--- config.mk ---
export PLATFORM = sky130hd
export DESIGN_NAME = pm1_ctrl_reg
export DESIGN_NICKNAME = d
export VERILOG_FILES = /design/src/rtl/pm1_ctrl_reg.sv
export SDC_FILE = /design/constraint.sdc
export NUM_CORES = 1
export LEC_CHECK = 0
export CORE_MARGIN = 5
export CORE_UTILIZATION = 44
export CTS_CLUSTER_SIZE = 20
export DETAILED_ROUTE_END_ITERATION = 16
export GPL_TIMING_DRIVEN = 0
export HOLD_SLACK_MARGIN = 0.1
export PLACE_DENSITY = 0.84
export RECOVER_POWER = 100
export REMOVE_ABC_BUFFERS = 1
export SETUP_SLACK_MARGIN = 0.4
export SLEW_MARGIN = 5
export SYNTH_ARGS = -nofsm -noshare
export SYNTH_HDL_FRONTEND = slang
export SYNTH_SLANG_ARGS = --single-unit
export TNS_END_PERCENT = 1
--- constraint.sdc ---
create_clock -name clk -period 4.9 [get_ports clk]
set_clock_uncertainty 0.1 [all_clocks]
set_input_delay 1.225 -clock clk [delete_from_list [all_inputs] [get_ports clk]]
set_output_delay 1.225 -clock clk [all_outputs]
set_load 0.02 [all_outputs]
--- src/rtl/pm1_ctrl_reg.sv ---
module pm1_ctrl_reg #(
  parameter int ADDR_W        = 8,
  parameter logic [ADDR_W-1:0] BASE = 8'h40,
  parameter int OFS           = 4,
  parameter logic [15:0] RESET_VAL = 16'h0001,
  parameter int SCI_BIT       = 0,
  parameter int GLR_BIT       = 2,
  parameter int SLPEN_BIT     = 13,
  parameter int TYP_LSB       = 10,
  parameter logic [2:0] TYP_SUSPEND = 3'd5,
  parameter logic [2:0] TYP_HIBER   = 3'd6,
  parameter logic [2:0] TYP_OFF     = 3'd7
) (
  input  logic              clk,
  input  logic              rst_n,
  input  logic              req_valid,
  input  logic              req_write,
  input  logic              req_size,
  input  logic [ADDR_W-1:0] req_addr,
  input  logic [15:0]       req_wdata,
  output logic [15:0]       rd_data,
  output logic              rst_req,
  output logic              s3_flag,
  output logic              shutdown_req,
  output logic              sci_en
);
  localparam logic [ADDR_W-1:0] LO_ADDR = BASE + ADDR_W'(OFS);
  localparam logic [ADDR_W-1:0] HI_ADDR = BASE + ADDR_W'(OFS + 1);
  localparam logic [15:0] WO_MASK = (16'h1 << GLR_BIT) | (16'h1 << SLPEN_BIT);
  localparam logic [15:0] SLP_MASK = 16'h1 << SLPEN_BIT;

  logic [15:0] ctrl;
  logic [15:0] vis;
  logic        at_lo, at_hi;
  logic        wr_lo_b, wr_hi_b, wr_half;
  logic [15:0] dec_word;
  logic        dec_go;
  logic [2:0]  typ;

  assign at_lo   = req_addr == LO_ADDR;
  assign at_hi   = req_addr == HI_ADDR;
  assign wr_lo_b = req_valid && req_write && !req_size && at_lo;
  assign wr_hi_b = req_valid && req_write && !req_size && at_hi;
  assign wr_half = req_valid && req_write &&  req_size && at_lo;

  assign dec_word = wr_half ? req_wdata : {req_wdata[7:0], 8'h00};
  assign dec_go   = (wr_half || wr_hi_b) && dec_word[SLPEN_BIT];
  assign typ      = dec_word[TYP_LSB +: 3];

  always_ff @(posedge clk) begin
    if (!rst_n) begin
      ctrl         <= RESET_VAL;
      rst_req      <= 1'b0;
      s3_flag      <= 1'b0;
      shutdown_req <= 1'b0;
    end else begin
      if (wr_half)      ctrl <= req_wdata & ~SLP_MASK;
      else if (wr_hi_b) ctrl <= {req_wdata[7:0], ctrl[7:0]} & ~SLP_MASK;
      else if (wr_lo_b) ctrl <= {ctrl[15:8], req_wdata[7:0]};
      rst_req      <= dec_go && (typ == TYP_SUSPEND);
      s3_flag      <= dec_go && (typ == TYP_SUSPEND);
      shutdown_req <= dec_go && (typ == TYP_HIBER || typ == TYP_OFF);
    end
  end

  assign vis    = ctrl & ~WO_MASK;
  assign sci_en = ctrl[SCI_BIT];

  always_comb begin
    rd_data = 16'h0000;
    if (req_valid && !req_write) begin
      if (req_size && at_lo)       rd_data = vis;
      else if (!req_size && at_lo) rd_data = {8'h00, vis[7:0]};
      else if (!req_size && at_hi) rd_data = {8'h00, vis[15:8]};
    end
  end
endmodule


==> impl_metrics.tcl <==
set metrics [dict create \
    cts_tree "built" \
    gp_congestion 0.734 \
    yosysWarnings 0 \
    grt_start_max_net_pins 22 \
    synth_compound_gate_area_share_pct 22.9 \
    ant_nets 0 \
    synth-simple-area-share_pct 35.3 \
    cp_data_arrival_time_ps 3430 \
    synthMuxAreaShare_pct 5.57 \
    p_total_uw 273 \
    layout_commonest_cell "sky130_fd_sc_hd__clkdlybuf4s50_1" \
    drtIter0Drc 13 \
    timing.rr.start "ctrl[10]$_SDFFE_PN0P_" \
    cp-startpoint "req_addr[1]" \
    port_buffers 47 \
    num_io_pins 49 \
    post_synth_xor_area_fraction_pct 0.813 \
    setup.reg_to_reg.worst_slack_ps 4070 \
    drtPass1Iterations 4 \
    totalNegativeSetupSlack_ps 0 \
    post_synth_fa_ha_maj_area_fraction_pct 0 \
    die_height_um 59.5 \
    slew_hr_pct 24.8 \
    syn_area_um2 1080 \
    htreeDepth 1 \
    clk_transition_reported_paths_ps 100 \
    placedCellCount 181 \
    layout.core_utilization_pct 66.4 \
    finalNonFillerCells 190 \
    holdCritPathClass "flip-flop to flip-flop" \
    critical_path_capture_point_type "output pin" \
    post-route-worst-setup-slack_ps 148 \
    status "finished clean" \
    final-hold-violation-count 0 \
    timing.hold.worst.start "ctrl[5]$_SDFFE_PN0P_" \
    cp-start-kind "input port" \
    cts.sinks 16 \
    synthesis.instances 112 \
    number_of_vias_after_detailed_routing 1072 \
    criticalPathCategory "input port to output pin" \
    final_net_count 190 \
    dpl.hpwl_mm 2.28 \
    crit_fanout 6 \
    synth_enable_flop_cells 0 \
    post-route-drc-count 0 \
    die_footprint_um2 3540 \
    syn_avg_cell_area_um2 9.62 \
    fmaxAchievable_mhz 210 \
    global_route.usage.total_pct 18.1 \
    fp.coreArea_um2 2410 \
    ys_seq_elements 16 \
    final.period_utilization_pct 97.0 \
    finalCriticalPeriod_ps 4750 \
    grt_pass1_vias 1096 \
    cts_inserted_buffers 3 \
    total_of_hold_buffers_inserted_after_clock_tree_synthesis 0 \
    clockRootBuffer "sky130_fd_sc_hd__clkbuf_4" \
    first_pass_grt_wire_length_mm 4.86 \
    row_count 18 \
    ys_dominant_reg_cell "sky130_fd_sc_hd__dfxtp_1" \
    netlist-cell-type-count 33 \
    antenna_cells 0 \
    dpl_ws_ps -59.0 \
    setup_viol 0 \
    mostFrequentLayoutCells "sky130_fd_sc_hd__clkdlybuf4s50_1, sky130_fd_sc_hd__dfxtp_1, sky130_fd_sc_hd__nand2_1" \
    cellPowerDensity_nw_per_um2 170 \
    power_leakage_nw 0.635 \
    tightest_slew_ps 1120 \
    globalRoute.totalOverflow 0 \
    starting_density_of_the_core_pct 44.7 \
    drt-total-wl_mm 3.00 \
    placed_cell_area_um2 1540 \
    synthToLayoutAreaGrowth_pct 48.4 \
    drive_gt1_share_pct 10.6 \
    fp.dieW_um 59.5 \
    antenna_found_initial 0 \
    holdWs_ps 363 \
    synth_top_family_by_area "simple AND/OR/NAND/NOR gates" \
    layout.filler_cells 213 \
    timing.max_cap.violations 0 \
    slew_violations 0 \
    vdd.ir_drop.worst_v 0.000111 \
    via_per_inst 5.64 \
    unrepaired_setup_endpoints_after_global_routing "yes" \
    clk-insertion-delay-late_ps 290 \
    synth_async_sr_flop_share_pct 0 \
    worstPathRequired_ps 3580 \
    cts_buffer_depth 2 \
    synth_seq_area_share_pct 29.7 \
    final_design_area_no_fill_um2 1600 \
    avgRoutedWirePerCell_um 15.8 \
]
[cell usage after synthesis, drive strengths merged, types with 4 or more instances]
cell type / count / area share [%]
dfxtp: 16 / 30
a22o: 6 / 4.9
a21boi: 4 / 2.8
clkbuf: 5 / 1.9
nand2: 14 / 4.9
and2: 9 / 5.2
o2111ai: 4 / 3.3
o41ai: 4 / 3.3
and3b: 8 / 6.5
nor4: 5 / 8.5
mux2i: 6 / 5.6
[flip-flops by register name, indices dropped and copies added, names as in the netlist]
register,count
ctrl,14
s3_flag,1
shutdown_req,1
[critical path, cell delays in order]
cell	delay, ps
sky130_fd_sc_hd__dlygate4sd3_1	560
sky130_fd_sc_hd__or4_4	490
sky130_fd_sc_hd__nor4_4	170
sky130_fd_sc_hd__buf_4	190
sky130_fd_sc_hd__and2_1	130
sky130_fd_sc_hd__dlygate4sd3_1	670
[logic make-up after synthesis]
| group | count (synthesis) |
|---|---|
| AO/OA/AOI/OAI | 28 |
| buffers and inverters | 11 |
| flip-flops | 16 |
| multiplexers | 6 |
| AND/OR/NAND/NOR | 49 |
| XOR/XNOR | 1 |
| other | 1 |
[report_power, final]
group | internal (mW) | total (mW) | switching [mW]
logic | 0.0273 | 0.0511 | 0.0237
clock network | 0.0453 | 0.0914 | 0.0461
registers | 0.130 | 0.130 | 0.0000648
total | 0.203 | 0.273 | 0.0699
[timing repair]
item / CTS / global route
pin swaps: 4 / 0
gates resized for setup: 4 / 2
gates cloned: 0 / 0
setup endpoints to repair: 15 / 15
setup buffers: 5 / 0
[metal layers]
metal	GRT usage (%)	part of all wire, %	wire length, um	up-vias
li1	-	-	-	531
met1	20.2	41	1230	490
met2	32.8	50	1510	45
met3	4.58	7.0	210	6
met4	6.47	1.6	48	0
met5	0	0	0	-
[worst paths after layout]
check | cells past startpoint | end
setup / recovery | 6 | rd_data[12]
hold / removal | 2 | ctrl[5]$_SDFFE_PN0P_
setup reg to reg | 1 | ctrl[10]$_SDFFE_PN0P_
hold reg to reg | 2 | ctrl[5]$_SDFFE_PN0P_
[cell type report]
type                            instances  area [um^2]  share of cell area, %
Inverter                                3         11.3                  0.704
Sequential cell                        16          320                   20.0
Clock buffer                            4         36.3                   2.27
Timing Repair Buffer                   52          497                   31.1
Multi-Input combinational cell         85          697                   43.6
Tap cell                               30         37.5                   2.35
(Power assumes the default switching activity.)
